==> src/rtl/dfport_pkg.sv <==
package dfport_pkg;

   // read source select encoding
   typedef enum logic {
      RD_SRC_PIN   = 1'b0,
      RD_SRC_LATCH = 1'b1
   } rd_src_e;

   // pad drive state of one bit
   typedef struct packed {
      logic pull_dn;
      logic pull_up;
   } pad_ctl_t;

   localparam int unsigned MAX_SYNC_STAGES = 4;

   function automatic int unsigned idx_width(input int unsigned w);
      return (w > 1) ? $clog2(w) : 1;
   endfunction

endpackage

==> src/rtl/dfport_latch_bank.sv <==
module dfport_latch_bank #(
   parameter int unsigned WIDTH = 8,
   parameter int unsigned IDX_W = 3
) (
   input  logic             clk,
   input  logic             rst_n,
   input  logic             wr_en,
   input  logic [WIDTH-1:0] wr_data,
   input  logic             bit_en,
   input  logic [IDX_W-1:0] bit_sel,
   input  logic             bit_val,
   output logic [WIDTH-1:0] latch_q
);

   localparam logic [WIDTH-1:0] RST_VAL = '1;

   logic [WIDTH-1:0] nxt;

   for (genvar i = 0; i < WIDTH; i++) begin : g_bit
      logic hit;
      assign hit = bit_en && (bit_sel == IDX_W'(i));
      // the single-bit write takes precedence over the byte write
      always_comb begin
         if (hit)
            nxt[i] = bit_val;
         else if (wr_en)
            nxt[i] = wr_data[i];
         else
            nxt[i] = latch_q[i];
      end
   end

   always_ff @(posedge clk or negedge rst_n) begin
      if (!rst_n)
         latch_q <= RST_VAL;
      else
         latch_q <= nxt;
   end

endmodule

==> src/rtl/dfport_pin_sync.sv <==
module dfport_pin_sync #(
   parameter int unsigned WIDTH  = 8,
   parameter int unsigned STAGES = 2
) (
   input  logic             clk,
   input  logic             rst_n,
   input  logic [WIDTH-1:0] pin_raw,
   output logic [WIDTH-1:0] pin_sync
);

   if (STAGES == 0) begin : g_bypass
      assign pin_sync = pin_raw;
   end else begin : g_chain
      logic [WIDTH-1:0] stg [STAGES];
      always_ff @(posedge clk or negedge rst_n) begin
         if (!rst_n) begin
            for (int s = 0; s < int'(STAGES); s++)
               stg[s] <= '1;
         end else begin
            stg[0] <= pin_raw;
            for (int s = 1; s < int'(STAGES); s++)
               stg[s] <= stg[s-1];
         end
      end
      assign pin_sync = stg[STAGES-1];
   end

endmodule

==> src/rtl/dfport_pad_ctl.sv <==
module dfport_pad_ctl
   import dfport_pkg::*;
#(
   parameter int unsigned WIDTH = 8
) (
   input  logic [WIDTH-1:0] latch_q,
   input  logic [WIDTH-1:0] alt_out,
   output logic [WIDTH-1:0] drive_low,
   output logic [WIDTH-1:0] pullup_en
);

   for (genvar i = 0; i < WIDTH; i++) begin : g_pad
      pad_ctl_t ctl;
      logic     release_hi;
      // either source at 0 pulls the pin down
      assign release_hi  = latch_q[i] & alt_out[i];
      assign ctl.pull_dn = ~release_hi;
      assign ctl.pull_up = release_hi;
      assign drive_low[i] = ctl.pull_dn;
      assign pullup_en[i] = ctl.pull_up;
   end

endmodule

==> src/rtl/dfport_array.sv <==
module dfport_array
   import dfport_pkg::*;
#(
   parameter int unsigned WIDTH       = 8,
   parameter int unsigned SYNC_STAGES = 2,
   parameter int unsigned IDX_W       = idx_width(WIDTH)
) (
   input  logic             clk,
   input  logic             rst_n,
   input  logic             wr_en,
   input  logic [WIDTH-1:0] wr_data,
   input  logic             bit_en,
   input  logic [IDX_W-1:0] bit_sel,
   input  logic             bit_val,
   input  logic             rd_latch_sel,
   output logic [WIDTH-1:0] rd_data,
   input  logic [WIDTH-1:0] alt_out,
   output logic [WIDTH-1:0] alt_in,
   input  logic [WIDTH-1:0] pin_in,
   output logic [WIDTH-1:0] drive_low,
   output logic [WIDTH-1:0] pullup_en
);

   if (WIDTH < 1 || WIDTH > 64) begin : g_bad_width
      $error("dfport_array: WIDTH must be 1..64");
   end
   if (SYNC_STAGES > MAX_SYNC_STAGES) begin : g_bad_sync
      $error("dfport_array: SYNC_STAGES too large");
   end
   if (IDX_W < idx_width(WIDTH)) begin : g_bad_idx
      $error("dfport_array: IDX_W too narrow for WIDTH");
   end

   logic [WIDTH-1:0] latch_q;
   logic [WIDTH-1:0] pin_s;
   rd_src_e          rd_src;

   dfport_latch_bank #(.WIDTH(WIDTH), .IDX_W(IDX_W)) u_latch (
      .clk     (clk),
      .rst_n   (rst_n),
      .wr_en   (wr_en),
      .wr_data (wr_data),
      .bit_en  (bit_en),
      .bit_sel (bit_sel),
      .bit_val (bit_val),
      .latch_q (latch_q)
   );

   dfport_pad_ctl #(.WIDTH(WIDTH)) u_pad (
      .latch_q   (latch_q),
      .alt_out   (alt_out),
      .drive_low (drive_low),
      .pullup_en (pullup_en)
   );

   dfport_pin_sync #(.WIDTH(WIDTH), .STAGES(SYNC_STAGES)) u_sync (
      .clk      (clk),
      .rst_n    (rst_n),
      .pin_raw  (pin_in),
      .pin_sync (pin_s)
   );

   assign rd_src  = rd_src_e'(rd_latch_sel);
   assign rd_data = (rd_src == RD_SRC_LATCH) ? latch_q : pin_s;
   assign alt_in  = pin_s;

endmodule

==> config.mk <==
export PLATFORM = sky130hd
export DESIGN_NAME = dfport_array
export DESIGN_NICKNAME = d
export VERILOG_FILES = /design/src/rtl/dfport_pkg.sv /design/src/rtl/dfport_latch_bank.sv /design/src/rtl/dfport_pin_sync.sv /design/src/rtl/dfport_pad_ctl.sv /design/src/rtl/dfport_array.sv
export SDC_FILE = /design/constraint.sdc
export NUM_CORES = 1
export LEC_CHECK = 0
export BUFFER_PORTS_ARGS = -buffer_cell sky130_fd_sc_hd__buf_2
export CELL_PAD_IN_SITES_DETAIL_PLACEMENT = 1
export CELL_PAD_IN_SITES_GLOBAL_PLACEMENT = 1
export CORE_ASPECT_RATIO = 1.4
export CORE_UTILIZATION = 37
export CTS_CLUSTER_SIZE = 14
export DETAILED_ROUTE_END_ITERATION = 8
export PLACE_DENSITY_LB_ADDON = 0.1
export SLEW_MARGIN = 40
export SYNTH_ARGS = -nofsm -noshare
export SYNTH_HDL_FRONTEND = slang
export SYNTH_HIERARCHICAL = 1
export SYNTH_SLANG_ARGS = --single-unit
==> constraint.sdc <==
create_clock -name clk -period 2.05 [get_ports clk]
set_input_delay 0.1025 -clock clk [delete_from_list [all_inputs] [get_ports clk]]
set_output_delay 0.1025 -clock clk [all_outputs]
set_load 0.05 [all_outputs]
=== After elaboration in Yosys (flattened, before gate mapping) ===
Index checks and enable logic that the tools add are counted.

* Register bits: 24
* Input port bits: 33
* Output and inout port bits: 32
* Word-level logic and storage cells: 67

* Equality and inequality tests: 7
* Mux-type cells: 17
* Bitwise gates (word level): 16
* Reductions and logical operators: 17

{| class="wikitable"
|+ Operators by type and width
! operator !! count
|-
| 2-to-1 mux 1 bit || 16
|-
| nonzero test 2 bit || 8
|-
| equality test 3 bit, second input constant || 4
|-
| bitwise AND 1 bit || 8
|-
| logical AND 1 bit || 8
|-
| 2-to-1 mux 8 bit || 1
|-
| inverter 1 bit || 8
|-
| equality test 3 x 2 -> 1 bit, second input constant || 2
|-
| equality test 3 x 1 -> 1 bit, second input constant || 1
|-
| logical NOT 3 bit || 1
|}

=== Depth between registers and ports, before layout ===
* Depth after elaboration: 3
* Depth in mapped cells: 3
* Mapped depth without buffers: 2

=== Cells and area by module ===
Netlist, hierarchy kept.

{| class="wikitable"
|+ By module, submodules not included
! module !! instances !! cells each !! area an instance (µm²) !! seq. area each (µm²)
|-
| dfport_latch_bank || 1 || 33 || 531.8 || 210.2
|-
| dfport_pin_sync || 1 || 24 || 480.5 || 420.4
|-
| dfport_pad_ctl || 1 || 24 || 140.1 || 0.0
|-
| dfport_array || 1 || 9 || 131.4 || 0.0
|}

=== Worst setup path after synthesis ===
No wires, ideal clock.

* Path kind: register -> output
* Start point: register u_sync.g_chain.stg (netlist bit u_sync/pin_sync[0])
* End point: output rd_data[0]
* Arrival: 950 ps
* Required time: 1947 ps
* Setup slack: 997 ps
* Cell stages (with the launch flop): 3
* Buffers on the path: 1
* Path through: dfstp_2 -> buf_4 -> mux2_4

* Word-level cells in the longest chain between the ends: 1

{| class="wikitable"
|+ Ends and longest elaborated chain
! element !! RTL line !! RTL
|-
| start: declaration || dfport_pin_sync.sv:14 || <nowiki>logic [WIDTH-1:0] stg [STAGES];</nowiki>
|-
| start signal: indexed assignment || dfport_pin_sync.sv:22 || <nowiki>stg[s] <= stg[s-1];</nowiki>
|-
| 2-to-1 mux 8 bit || dfport_array.sv:64 || <nowiki>assign rd_data = (rd_src == RD_SRC_LATCH) ? latch_q : pin_s;</nowiki>
|-
| end: declaration || dfport_array.sv:16 || <nowiki>output logic [WIDTH-1:0] rd_data,</nowiki>
|}

No other way between the ends.

=== Worst setup path after layout ===
* Start point: register u_latch.latch_q[6]
* End point: output rd_data[6]

* Word-level cells in the longest chain between the ends: 1

{| class="wikitable"
|+ Ends and longest elaborated chain
! element !! RTL line !! RTL
|-
| start: declaration || dfport_latch_bank.sv:12 || <nowiki>output logic [WIDTH-1:0] latch_q</nowiki>
|-
| start signal: assignment || dfport_latch_bank.sv:37 || <nowiki>latch_q <= nxt;</nowiki>
|-
| 2-to-1 mux 8 bit || dfport_array.sv:64 ||
|}

No other way between the ends.

==> run metrics <==
setup_tns=0 ns; mapped cell area=0.00128 sq mm; critical path, cell by cell=mux2_4, buf_2; final count of negative-setup-slack endpoints=0; CP max-delay cell=dfstp_2; worst-margin pin slew=0.514 ns; DRT antenna net count=0; CTS tree=done; final worst-path cycle share=0.646; Die W=51.8 um; number of vias per cell=4.65; initial antenna violation count=0; commonest non-fill, non-tap cell in the layout=buf_2; Initial Utilization=0.400; Final nets=182; Clock power frac=0.239; largest net degree at the start of global routing=25; Residual DRC=0; fmax=0.755 GHz; Worst Hold Slack=0.139 ns; area of the core=0.00321 sq mm; Via Count=870; vias in the first global route=907; crit path from=u_latch/latch_q[6]; routed length on met3=146 um; sequential share of power=0.436; CTS Buf Count=3; Static Leak=0.809 nW; Pins Over Slew Limit=0; outcome=complete, no violations; fillcell total=351; Worst slew margin=0.657; Yosys reg bits=24; clock-pin transition on the worst setup and hold timing paths=0.08 ns; Top Layer Used=met4; CTS sink count=24; hold buffers post-CTS=8; root buf cell=clkbuf_8; unique cell type count in the Yosys netlist=11; layout cell share with drive strength beyond 1=0.791; I/O Buffers=64; internal power=0.858 mW; global route overflow=0; Cells after Synth=90; number of setup buffers added after CTS=0; number of placement rows=24; CP Class=reg2out; final wirelength=2630 um; Post-Route Skew=0.000413 ns; Syn Nets=123; maxcap violations=0; slowest stage delay, CP=0.57 ns; DRT met1 WL=1020 um; switching pwr=0.431 mW; overall global routing resource usage=0.156; first-pass GRT wire length=4250 um; Comb power frac=0.325; total die area=0.00371 sq mm; Final Hold Vio Count=0; Worst Path Arrival=1.22 ns; element type at the critical path end=output port; critical path fanouts, max=4; post-detail-place hpwl=1920 um; gpl congestion=0.661; Final min period=1.33 ns; Skew-Pair Late Insertion Delay=0.25 ns; power per cell area=783 mW/mm^2; H-Tree Level Count=1; FF-to-FF Start=u_latch/latch_q[2]; Top Ports=65; CTS max path bufs=2; Avg Cell Area, Syn=14.3 sq um; First-pass DRT Iterations=4; startpoint types=flop; commonest non-fill, non-tap cells in the layout=64 x buf_2, 24 x dfstp_2, 20 x mux2_4; Die Y-Extent=71.7 um; synthesis-to-finish area growth=28.2%; CP Data Required Time=1.95 ns; Synth Warn #=6; Initial DRC Count=2; ANT cells=0; Routed WL per cell=14.0 um; Resize count post-CTS=0; sw frac=0.335; sequential area share after synthesis=0.491; Worst Reg-to-Reg Cells=2; met2 WL post-DR=1430 um; Hold Crit Class=in2async; worst vdd ir=0.404 mV; RSZ-0062 raised after global routing=no
-- cells by family after synthesis --
group / synth area share
multiplexers: 0.269
buffers and inverters: 0.111
flip-flops: 0.491
AND/OR/NAND/NOR: 0.129
-- layout make-up --
class                           instances  area, sq um  share of cell area
Multi-Input combinational cell         48          510               0.310
Clock buffer                            4         55.1              0.0335
Timing Repair Buffer                   72          400               0.243
Sequential cell                        24          631               0.383
Tap cell                               39         48.8              0.0297
-- Yosys cell counts --
cell,number,area (sq um)
nor4b_2,1,15.0
and4bb_1,3,37.5
nand2_1,8,30.0
nand4b_1,3,26.3
buf_6,2,22.5
dfstp_2,24,631
buf_4,16,120
mux2_2,4,45.0
and2_1,8,50.1
mux2_4,20,300
nand4_1,1,6.26
-- worst max-delay path: cells and delay by family (launching register included) --
family,cells,cell delay (ns)
mux,1,0.14
flops,1,0.57
buf+inv,1,0.26
-- through the flow --
stage | std cells | utilization | total power, mW | area, sq um | setup slack (ns)
after global routing | 187 | 0.512 | 1.35 | 1650 | 0.667
final | 187 | 0.512 | 1.29 | 1650 | 0.725
after global placement | 175 | 0.470 | 0.970 | 1510 | 1.01
after floorplan | 90 | - | 0.901 | 1280 | 0.997
after detailed placement | 175 | 0.470 | 0.980 | 1510 | 0.995
after CTS | 187 | 0.512 | 1.31 | 1650 | 0.712
-- state kept, by name (all words and copies together), names as in the netlist --
signal / flops
u_sync/g_chain.stg: 8
u_latch/latch_q: 8
u_sync/pin_sync: 8
-- metal layers --
| layer | up-vias | global-route usage |
|---|---|---|
| li1 | 409 | - |
| met2 | 43 | 0.286 |
| met4 | 0 | 0.0541 |
| met3 | 2 | 0.0149 |
| met1 | 416 | 0.183 |
| met5 | - | 0 |
-- final timing paths --
path	end	slack (ns)
max in group asynchronous	u_sync/g_chain.stg[9]	1.88
setup reg to reg	u_latch/latch_q[2]	1.06
hold reg to reg	u_sync/pin_sync[3]	0.36
min in group clk	u_latch/latch_q[3]	0.20
hold / removal	u_sync/g_chain.stg[8]	0.14
setup / recovery	rd_data[6]	0.72
-- power by group through the flow --
stage	logic, mW	clock network [mW]	registers [mW]
floorplan	0.342	0	0.559
global placement	0.403	0	0.567
detailed placement	0.410	0	0.570
CTS	0.423	0.321	0.563
global route	0.442	0.342	0.569
finish	0.419	0.308	0.562
(Power assumes the default switching activity.)
